<file path="src/rtl/extint_pkg.sv">
`timescale 1ns/1ps
package extint_pkg;

   localparam int SENSE_W = 3;

   typedef enum logic [SENSE_W-1:0] {
      SENSE_OFF  = 3'd0,
      SENSE_RISE = 3'd1,
      SENSE_FALL = 3'd2,
      SENSE_BOTH = 3'd3,
      SENSE_HIGH = 3'd4,
      SENSE_LOW  = 3'd5
   } sense_e;

   // Edge-sensitive codes: rising, falling, either edge
   function automatic logic is_edge_mode(logic [SENSE_W-1:0] m);
      return (m == SENSE_RISE) || (m == SENSE_FALL) || (m == SENSE_BOTH);
   endfunction

   // Level-sensitive codes: high, low
   function automatic logic is_level_mode(logic [SENSE_W-1:0] m);
      return (m == SENSE_HIGH) || (m == SENSE_LOW);
   endfunction

endpackage

</file>
<file path="src/rtl/extint_sync.sv">
`timescale 1ns/1ps
module extint_sync #(
   parameter int STAGES = 2
) (
   input  logic clk,
   input  logic rst_n,
   input  logic d,
   output logic q
);

   generate
      if (STAGES < 2) begin : g_bad_stages
         $error("extint_sync: STAGES must be at least 2");
      end
   endgenerate

   logic [STAGES-1:0] chain;

   always_ff @(posedge clk or negedge rst_n) begin
      if (!rst_n) chain <= '0;
      else        chain <= {chain[STAGES-2:0], d};
   end

   assign q = chain[STAGES-1];

endmodule

</file>
<file path="src/rtl/extint_line.sv">
`timescale 1ns/1ps
module extint_line
   import extint_pkg::*;
#(
   parameter int SYNC_STAGES = 2,
   parameter bit HAS_WAKE    = 1'b1
) (
   input  logic               clk,
   input  logic               rst_n,
   input  logic               pin,
   input  logic               sel,
   input  logic [SENSE_W-1:0] mode,
   input  logic               wake_en,
   input  logic               clr,
   output logic               flag,
   output logic               wake
);

   logic s_sync;
   logic s_hist;
   logic rise, fall;
   logic evt;
   logic lvl;
   logic flag_q;

   extint_sync #(.STAGES(SYNC_STAGES)) u_sync (
      .clk   (clk),
      .rst_n (rst_n),
      .d     (pin),
      .q     (s_sync)
   );

   always_ff @(posedge clk or negedge rst_n) begin
      if (!rst_n) s_hist <= 1'b0;
      else        s_hist <= s_sync;
   end

   assign rise = s_sync & ~s_hist;
   assign fall = ~s_sync & s_hist;

   always_comb begin
      evt = 1'b0;
      lvl = 1'b0;
      case (mode)
         SENSE_RISE: evt = rise;
         SENSE_FALL: evt = fall;
         SENSE_BOTH: evt = rise | fall;
         SENSE_HIGH: lvl = s_sync;
         SENSE_LOW:  lvl = ~s_sync;
         default:    ;
      endcase
   end

   always_ff @(posedge clk or negedge rst_n) begin
      if (!rst_n)                   flag_q <= 1'b0;
      else if (is_level_mode(mode)) flag_q <= sel & lvl;
      else if (is_edge_mode(mode))  flag_q <= (flag_q & ~clr) | (sel & evt);
      else                          flag_q <= 1'b0;
   end

   assign flag = flag_q;

   generate
      if (HAS_WAKE) begin : g_wake
         logic wake_raw;
         always_comb begin
            case (mode)
               SENSE_RISE, SENSE_HIGH: wake_raw = pin;
               SENSE_FALL, SENSE_LOW:  wake_raw = ~pin;
               SENSE_BOTH:             wake_raw = pin ^ s_sync;
               default:                wake_raw = 1'b0;
            endcase
         end
         assign wake = wake_en & sel & wake_raw;
      end else begin : g_nowake
         logic unused_wake_en;
         assign unused_wake_en = wake_en;
         assign wake = 1'b0;
      end
   endgenerate

endmodule

</file>
<file path="src/rtl/extint_sense_ctrl.sv">
`timescale 1ns/1ps
module extint_sense_ctrl
   import extint_pkg::*;
#(
   parameter  int NUM_LINES   = 16,
   parameter  int SYNC_STAGES = 2,
   parameter  bit WAKE_PATH   = 1'b1,
   localparam int IDX_W       = (NUM_LINES > 1) ? $clog2(NUM_LINES) : 1
) (
   input  logic                 clk,
   input  logic                 rst_n,
   input  logic [NUM_LINES-1:0] pin_in,
   input  logic [NUM_LINES-1:0] pin_sel,
   input  logic                 nmi_pin,
   input  logic                 cfg_we,
   input  logic [IDX_W-1:0]     cfg_line,
   input  logic [SENSE_W-1:0]   cfg_sense,
   input  logic                 cfg_wake_en,
   input  logic [NUM_LINES-1:0] flag_clr,
   input  logic                 nmi_we,
   input  logic [SENSE_W-1:0]   nmi_sense,
   input  logic                 nmi_clr,
   output logic [NUM_LINES-1:0] irq_flag,
   output logic                 nmi_req,
   output logic                 wake_req
);

   generate
      if (NUM_LINES < 1 || NUM_LINES > 32) begin : g_bad_lines
         $error("extint_sense_ctrl: NUM_LINES must lie in 1..32");
      end
      if (SYNC_STAGES < 2) begin : g_bad_sync
         $error("extint_sense_ctrl: SYNC_STAGES must be at least 2");
      end
   endgenerate

   logic [SENSE_W-1:0]   mode_q [NUM_LINES];
   logic [NUM_LINES-1:0] wen_q;
   logic [SENSE_W-1:0]   nmi_mode_q;
   logic [NUM_LINES-1:0] wake_vec;

   genvar gi;
   generate
      for (gi = 0; gi < NUM_LINES; gi++) begin : g_line
         logic hit;
         assign hit = cfg_we && (cfg_line == IDX_W'(gi));

         always_ff @(posedge clk or negedge rst_n) begin
            if (!rst_n) begin
               mode_q[gi] <= SENSE_OFF;
               wen_q[gi]  <= 1'b0;
            end else if (hit) begin
               mode_q[gi] <= cfg_sense;
               wen_q[gi]  <= cfg_wake_en;
            end
         end

         extint_line #(
            .SYNC_STAGES (SYNC_STAGES),
            .HAS_WAKE    (WAKE_PATH)
         ) u_line (
            .clk     (clk),
            .rst_n   (rst_n),
            .pin     (pin_in[gi]),
            .sel     (pin_sel[gi]),
            .mode    (mode_q[gi]),
            .wake_en (wen_q[gi]),
            .clr     (flag_clr[gi]),
            .flag    (irq_flag[gi]),
            .wake    (wake_vec[gi])
         );
      end
   endgenerate

   always_ff @(posedge clk or negedge rst_n) begin
      if (!rst_n)      nmi_mode_q <= SENSE_OFF;
      else if (nmi_we) nmi_mode_q <= nmi_sense;
   end

   logic nmi_wake_unused;

   extint_line #(
      .SYNC_STAGES (SYNC_STAGES),
      .HAS_WAKE    (1'b0)
   ) u_nmi (
      .clk     (clk),
      .rst_n   (rst_n),
      .pin     (nmi_pin),
      .sel     (1'b1),
      .mode    (nmi_mode_q),
      .wake_en (1'b0),
      .clr     (nmi_clr),
      .flag    (nmi_req),
      .wake    (nmi_wake_unused)
   );

   assign wake_req = |wake_vec;

endmodule

</file>
<file path="config.mk">
export PLATFORM = sky130hd
export DESIGN_NAME = extint_sense_ctrl
export DESIGN_NICKNAME = d
export VERILOG_FILES = /design/src/rtl/extint_pkg.sv /design/src/rtl/extint_sync.sv /design/src/rtl/extint_line.sv /design/src/rtl/extint_sense_ctrl.sv
export SDC_FILE = /design/constraint.sdc
export NUM_CORES = 1
export LEC_CHECK = 0
export BUFFER_PORTS_ARGS = -buffer_cell sky130_fd_sc_hd__buf_4
export CAP_MARGIN = 0
export CORE_MARGIN = 1
export CORE_UTILIZATION = 30
export DETAILED_ROUTE_END_ITERATION = 10
export GPL_TIMING_DRIVEN = 0
export MAX_ROUTING_LAYER = met4
export PLACE_DENSITY = 0.47
export RECOVER_POWER = 50
export SETUP_SLACK_MARGIN = 0.4
export SLEW_MARGIN = 20
export SYNTH_ARGS = -nofsm -noshare
export SYNTH_HDL_FRONTEND = slang
export SYNTH_SLANG_ARGS = --single-unit
</file>
<file path="constraint.sdc">
create_clock -name clk -period 2.15 [get_ports clk]
set_input_delay 0.215 -clock clk [delete_from_list [all_inputs] [get_ports clk]]
set_output_delay 0.215 -clock clk [all_outputs]
set_load 0.01 [all_outputs]
</file>
==> results of run 1 <==
-- cells in the final DEF (no fill, tap or decap), types with 12 or more instances in the layout --
cell / count
nand2_1: 21
nand4_1: 15
a2111oi_0: 13
clkbuf_16: 17
nor2b_1: 18
ha_1: 34
a31oi_1: 15
xor2_1: 14
dfrtp_1: 129
nor3b_1: 14
o21ai_0: 19
clkbuf_1: 14
nor2_1: 29
a21oi_1: 41
mux2_2: 58
o221ai_1: 14
dlygate4sd3_1: 18
o31ai_1: 12
inv_1: 60
buf_4: 94
-- critical path, stage by stage (launching register included) --
cell	delay (ps)
dfrtp_1	430
nor3b_1	160
a21oi_1	130
nor2b_1	70
o311ai_2	300
nand4_1	170
or4_4	590
buf_6	140
-- worst paths after layout --
check | endpoint | cells past startpoint | slack [ps]
max | wake_req | 7 | -460
min | nmi_mode_q[0]$_DFFE_PN0P_ | 2 | 40
max reg2reg | g_line[12].u_line.flag$_DFF_PN0_ | 6 | 790
min reg2reg | g_line[6].u_line.u_sync.chain[1]$_DFF_PN0_ | 0 | 350
max in group asynchronous | mode_q[10]$_DFFE_PN0P_ | 3 | 1040
min in group asynchronous | g_line[10].u_line.flag$_DFF_PN0_ | 2 | 380
-- registers in the layout (all words and copies together), names as in the netlist --
name,cells
u_nmi.u_sync.chain,2
g_line.u_line.s_hist,16
nmi_mode_q,3
mode_q,48
u_nmi.flag,1
wen_q,16
g_line.u_line.flag,16
u_nmi.s_hist,1
g_line.u_line.u_sync.chain,32
-- final cells by class --
class	count	area, µm²	share of cell area, %
Multi-Input combinational cell	383	3007	34.69
Inverter	60	225.2	2.599
Buffer	37	215.2	2.483
Timing Repair Buffer	105	845.8	9.759
Clock inverter	7	112.6	1.299
Tap cell	280	350.3	4.042
Sequential cell	135	3386	39.06
Clock buffer	25	525.5	6.063
-- per-stage QoR --
step	instances	setup TNS [ps]	power, mW	setup slack [ps]	area (µm²)
after floorplan	615	0	4.406	361.7	6780
after global placement	977	-150.4	4.958	-150.4	7746
after detailed placement	978	-157.5	5.045	-157.5	7781
after CTS	1032	-543.2	8.304	-543.2	8662
after global routing	1032	-603.4	8.689	-603.4	8667
final	1032	-462.2	8.199	-462.2	8667
-- power by group through the flow --
stage	Clock, mW	Sequential (mW)	Combinational [mW]
6_report	3.13	3.33	1.74
5_1_grt	3.33	3.41	1.95
4_1_cts	3.22	3.32	1.76
3_5_place_dp	0	3.37	1.68
3_3_place_gp	0	3.35	1.61
2_1_floorplan	0	3.26	1.15
-- kinds of logic (layout without fill, tap and decap cells) --
kind of cell    count (synthesis)  in the layout  share of synthesized area [%]
xor+xnor                       20             20                          2.586
compound gates                141            141                          13.93
fa+ha+maj                      34             34                          6.281
simple gates                  128            128                          11.05
flops                         135            135                          49.88
mux                            60             60                          9.939
buf+inv                        97            234                          6.337
-- what timing repair did --
action / CTS / global route
gates resized for setup: 9 / 13
hold buffers: 18 / 0
hold endpoints to repair: 100 / 0
endpoints found under the setup margin: 1 / 1
pin swaps: 6 / 4
setup buffers: 4 / 0
-- layer usage --
metal | track usage [%] | up-vias
li1 | - | 2460
met1 | 18.42 | 2470
met2 | 23.13 | 90
met3 | 2.929 | 21
met4 | 5.637 | 0
met5 | - | -
==> impl_metrics.csv, run 1 <==
group,metric,value,unit
logic_synthesis,yosysTopAreaCell,"dfrtp_1",
sta,final-hold-violation-count,0,
grt,grt_pass1_wl,26010,µm
power_and_ir_drop,power_density,946.0,nW/µm²
detailed_routing,drtIter0Drc,241,
sta,setup_ws,-462.2,ps
logic_synthesis,syn_avg_cell_area,11.01,µm²
min_path,hp-class,"in -> reg",
min_path,hp-start,"nmi_sense[0]",
logic_synthesis,synthArstFlopShare,100.0,%
power_and_ir_drop,irDropWorstVdd,469.6,µV
grt,grt_pass1_vias,5086,
logic_synthesis,ys_dominant_reg_cell,"dfrtp_1",
power_and_ir_drop,combPwrFrac,21.2,%
worst_setup_path,path_max_fanout,7,
finish,drive_gt1_share,28.72,%
cts,clockRootBuffer,"clkbuf_16",
outcome,failed_checks,"DRC, setup timing",
worst_setup_path,path_class,"reg -> out",
power_and_ir_drop,p_leak,3.916,nW
grt,antenna_found_initial,0,
detailed_routing,drc,7,
cts,cts_sinks,135,
worst_setup_path,worstPathArrival,2400,ps
sta,setup_viol,1,
detailed_routing,vias,5041,
detailed_routing,wl_per_cell,14.96,µm
cts,cts_tree,"yes",
worst_setup_path,startpoint,"mode_q[14]$_DFFE_PN0P_",
detailed_routing,wirelength,15440,µm
worst_setup_path,cp.required,1930,ps
logic_synthesis,ys_ff_latch,135,
floorplan,core.rowCount,54,
placed_design,dp_hpwl,10950,µm
finish,fin_nets,838,
sta,fin_crit,2612,ps
power_and_ir_drop,internal_power,5.921,mW
logic_synthesis,yosysTopAreaCellShare,49.88,%
cts,htreeDepth,4,
logic_synthesis,synthCells,615,
cts,clk_path_buf_depth,2,
logic_synthesis,ys_top_cells_by_area,"dfrtp_1, mux2_2, ha_1",
floorplan,die_h,152.3,µm
detailed_routing,via_per_inst,4.885,
outcome,status,"finished with violations",
sta,rsz0062_at_grt,"yes",
detailed_routing,met2WireLength,7240,µm
sta,tightest_slew,727.8,ps
logic_synthesis,yosysWarnings,0,
sta,slew_headroom,51.48,%
grt,grt_overflow,0,
detailed_routing,drtPass1Iterations,7,
finish,fin_util,39.47,%
floorplan,initial_core_util,30.84,%
floorplan,core_area,21960,µm²
cts,cts_buffers,17,
floorplan,fp.dieW,152.3,µm
worst_setup_path,crit_path_start_kind,"flop",
power_and_ir_drop,p_seq_share,40.6,%
logic_synthesis,syn-cell-area,6773,µm²
floorplan,ioPinCount,83,
sta,slew_viol_final,0,
logic_synthesis,synth-edff-count,0,
finish,area_delta_synth_final,27.97,%
placed_design,io_buffer_count,82,
detailed_routing,met1_length,7423,µm
grt,grt_use_total,14.64,%
finish,nFillCells,2118,
power_and_ir_drop,power.share.clock,38.2,%
finish,diodes,0,
floorplan,die_area,23180,µm²
sta,fmax,0.3828,GHz
worst_setup_path,rr_startpoint,"g_line[12].u_line.u_sync.chain[1]$_DFF_PN0_",
cts,clock_latency,420,ps
sta,clock_skew,7.191,ps
logic_synthesis,synth_commonest_cells,"dfrtp_1, inv_1, mux2_2",
cts,path_clk_slew,60,ps
worst_setup_path,cp-end-kind,"output pin",
detailed_routing,route.top_layer_used,"met4",
power_and_ir_drop,switching_share,27.78,%
detailed_routing,met3RoutedLength,544,µm
job,drv_cap,0,
sta,fin_hold_ws,37.15,ps
logic_synthesis,syn-num-nets,714,
logic_synthesis,synth-seq-area-share,49.88,%
logic_synthesis,yosysMostFrequentCell,"dfrtp_1",
power_and_ir_drop,netSwitchingPower,2.278,mW
detailed_routing,drtAntennaViolNets,0,
placed_design,gp_congestion,0.7901,
sta,finalCritPeriodShare,121.5,%
logic_synthesis,synth_cell_types,42,
grt,grt_max_degree,85,
No activity file was read; power rests on OpenSTA's default activity.
==> inputs of run 2 (changes only) <==
ABC_AREA = 1   (was default)
==> run 2 against run 1 <==
  * The flow now finishes without violations
  * Maximum frequency is 28% higher
  * Sequential share of layout area fell by 1.8 points
  * Largest cell class unchanged
  * Largest power group is now clock
  * Non-clock buffer count up 14
  * Highest routed layer unchanged
  * Routed wire length increased by 5.5%
  * Die area grew 3.0%
  * Synthesized area grew 3.0%
==> impl_metrics.csv, run 2 <==
group,metric,value,unit
outcome,status,"finished clean",
grt,use_met3,3.727,%
cts,htreeDepth,4,
worst_setup_path,crit_path_start_kind,"flop",
finish,layout_common_cells,"nand2_1, inv_1, dfrtp_1, o21ai_0, buf_4",
detailed_routing,via_per_inst,4.401,
sta,fmax,0.4910,GHz
detailed_routing,wirelength,16290,µm
worst_setup_path,path_class,"reg -> out",
sta,setup_viol,0,
sta,finalCritPeriodShare,94.72,%
worst_setup_path,startpoint,"mode_q[30]$_DFFE_PN0P_",
sta,rsz0062_at_grt,"yes",
finish,largest_reg_flops,48,
logic_synthesis,yosysWarnings,0,
detailed_routing,drc,0,
floorplan,core.rowCount,55,
logic_synthesis,synthCells,866,
sta,fin_crit,2037,ps
grt,grt_pass1_wl,27390,µm
cts,clockRootBuffer,"clkbuf_16",
detailed_routing,wl_per_cell,12.45,µm
logic_synthesis,yosysMostFrequentCell,"nand2_1",
finish,final_common_cell,"nand2_1",
worst_setup_path,worstPathArrival,1820,ps
floorplan,initial_core_util,30.72,%
finish,fin_nets,1108,
logic_synthesis,ys_ff_latch,135,
grt,grt-busiest-layer,"met2",
detailed_routing,drtIter0Drc,261,
worst_setup_path,path_max_fanout,8,
cts,path_clk_slew,70,ps
finish,area_delta_synth_final,30.72,%
placed_design,gp_congestion,0.7968,
worst_setup_path,rr_startpoint,"mode_q[0]$_DFFE_PN0P_",
power_and_ir_drop,power_density,921.9,nW/µm²
power_and_ir_drop,p_leak,4.570,nW
floorplan,die_area,23870,µm²
min_path,hp-class,"in -> reg",
floorplan,ioPinCount,83,
detailed_routing,vias,5756,
cts,clock_latency,420,ps
logic_synthesis,synth-edff-count,0,
logic_synthesis,yosysTopAreaCell,"dfrtp_1",
floorplan,fp.dieW,154.5,µm
logic_synthesis,synth_cell_types,29,
detailed_routing,drtPass1Iterations,4,
grt,use_met1,19.52,%
cts,clk_path_buf_depth,2,
power_and_ir_drop,total_power,8.408,mW
logic_synthesis,synth_commonest_cells,"nand2_1, dfrtp_1, inv_1",
worst_setup_path,cp.required,1930,ps
grt,grtUsageMet2,23.12,%
logic_synthesis,syn-num-nets,965,
cts,cts_tree,"yes",
floorplan,core_area,22710,µm²
grt,grt_max_degree,75,
logic_synthesis,synthArstFlopShare,100.0,%
finish,reg.largest.list,"mode_q (48), g_line.u_line.u_sync.chain (32)",
grt,grt_overflow,0,
logic_synthesis,syn_avg_cell_area,8.056,µm²
cts,cts_sinks,135,
worst_setup_path,cp-end-kind,"output pin",
sta,clock_skew,9.745,ps
job,drv_cap,0,
grt,grt_use_total,15.09,%
logic_synthesis,syn-cell-area,6977,µm²
logic_synthesis,ys_dominant_reg_cell,"dfrtp_1",
sta,slew_headroom,1.175,%
sta,fin_hold_ws,22.07,ps
grt,grt_pass1_vias,5546,
finish,drive_gt1_share,18.49,%
detailed_routing,drtAntennaViolNets,0,
logic_synthesis,ys_top_cells_by_area,"dfrtp_1, nand2_1, o21ai_0",
logic_synthesis,yosysTopAreaCellShare,48.42,%
logic_synthesis,synth-seq-area-share,48.42,%
sta,final-hold-violation-count,0,
min_path,hp-start,"pin_sel[15]",
floorplan,die_h,154.5,µm
finish,regMostFlops,"mode_q",
cts,cts_buffers,17,
power_and_ir_drop,irDropWorstVdd,572.5,µV
grt,antenna_found_initial,1,
sta,tightest_slew,1482,ps
placed_design,dp_hpwl,11290,µm
finish,nFillCells,2368,
placed_design,io_buffer_count,81,
sta,slew_viol_final,0,
run 2: per-layer routing:
metal	share of wire, %	vias to the layer above
li1	-	3051
met1	50	2616
met2	45	74
met3	3.5	15
met4	1.1	0
met5	0	-
run 2: area by class of cell:
cell class	instances	area (µm²)	share of cell area (%)
Multi-Input combinational cell	567	2993	32.82
Inverter	132	495.5	5.433
Clock buffer	18	439.2	4.815
Tap cell	285	356.6	3.910
Clock inverter	14	246.5	2.703
Timing Repair Buffer	124	955.9	10.48
Buffer	32	236.5	2.593
Antenna cell	1	2.502	0.02744
Sequential cell	135	3395	37.22
run 2: what timing repair did:
action                                 in CTS  in global routing
setup endpoints to repair                   1                  2
pin swaps                                  17                 16
hold buffers                               23                  0
endpoints found under the hold margin      81                  0
setup buffers                              15                  4
resized for setup                          34                 35
run 2: worst max-delay path, stage by stage, from the launching register on:
cell     delay [ps]
dfrtp_2         460
or2_2           280
nand3_1          70
nand2_1          60
nand2_1          50
nand2_1          40
inv_1            70
nand2_2          60
nor2_2          110
nand2_2          70
buf_6           120
run 2: kinds of logic (layout without fill, tap and decap cells):
kind of cell / count (synthesis) / after routing / share of synthesized area, %
compound gates: 146 / 146 / 11.73
mux: 1 / 1 / 0.1614
buf+inv: 164 / 320 / 10.02
flops: 135 / 135 / 48.42
other cells: 0 / 1 / 0
simple gates: 381 / 381 / 22.94
fa+ha+maj: 34 / 34 / 6.098
xor+xnor: 5 / 5 / 0.6277
run 2: metrics by stage:
step	worst slack, ps	util (%)	cells	TNS (ps)	area [µm²]
after floorplan	733.2	-	866	0	6977
after global placement	195.6	34.97	1232	0	7941
after detailed placement	401.8	35.12	1233	0	7976
after CTS	58.80	40.10	1303	0	9107
after global routing	-31.32	40.16	1308	-31.32	9120
final	113.4	40.16	1308	0	9120
run 2: power by group:
group	total, mW	switching, mW	internal [mW]
registers	3.26	0.350	2.91
clock network	3.39	1.17	2.22
logic	1.76	0.909	0.848
run 2: final timing paths:
path	end	cells after the start	slack [ps]
max	wake_req	10	110
min	g_line[15].u_line.flag$_DFF_PN0_	3	20
max reg2reg	g_line[15].u_line.flag$_DFF_PN0_	10	670
min reg2reg	g_line[12].u_line.u_sync.chain[1]$_DFF_PN0_	0	350
max in group asynchronous	mode_q[2]$_DFFE_PN0P_	3	370
min in group asynchronous	g_line[2].u_line.s_hist$_DFF_PN0_	2	710
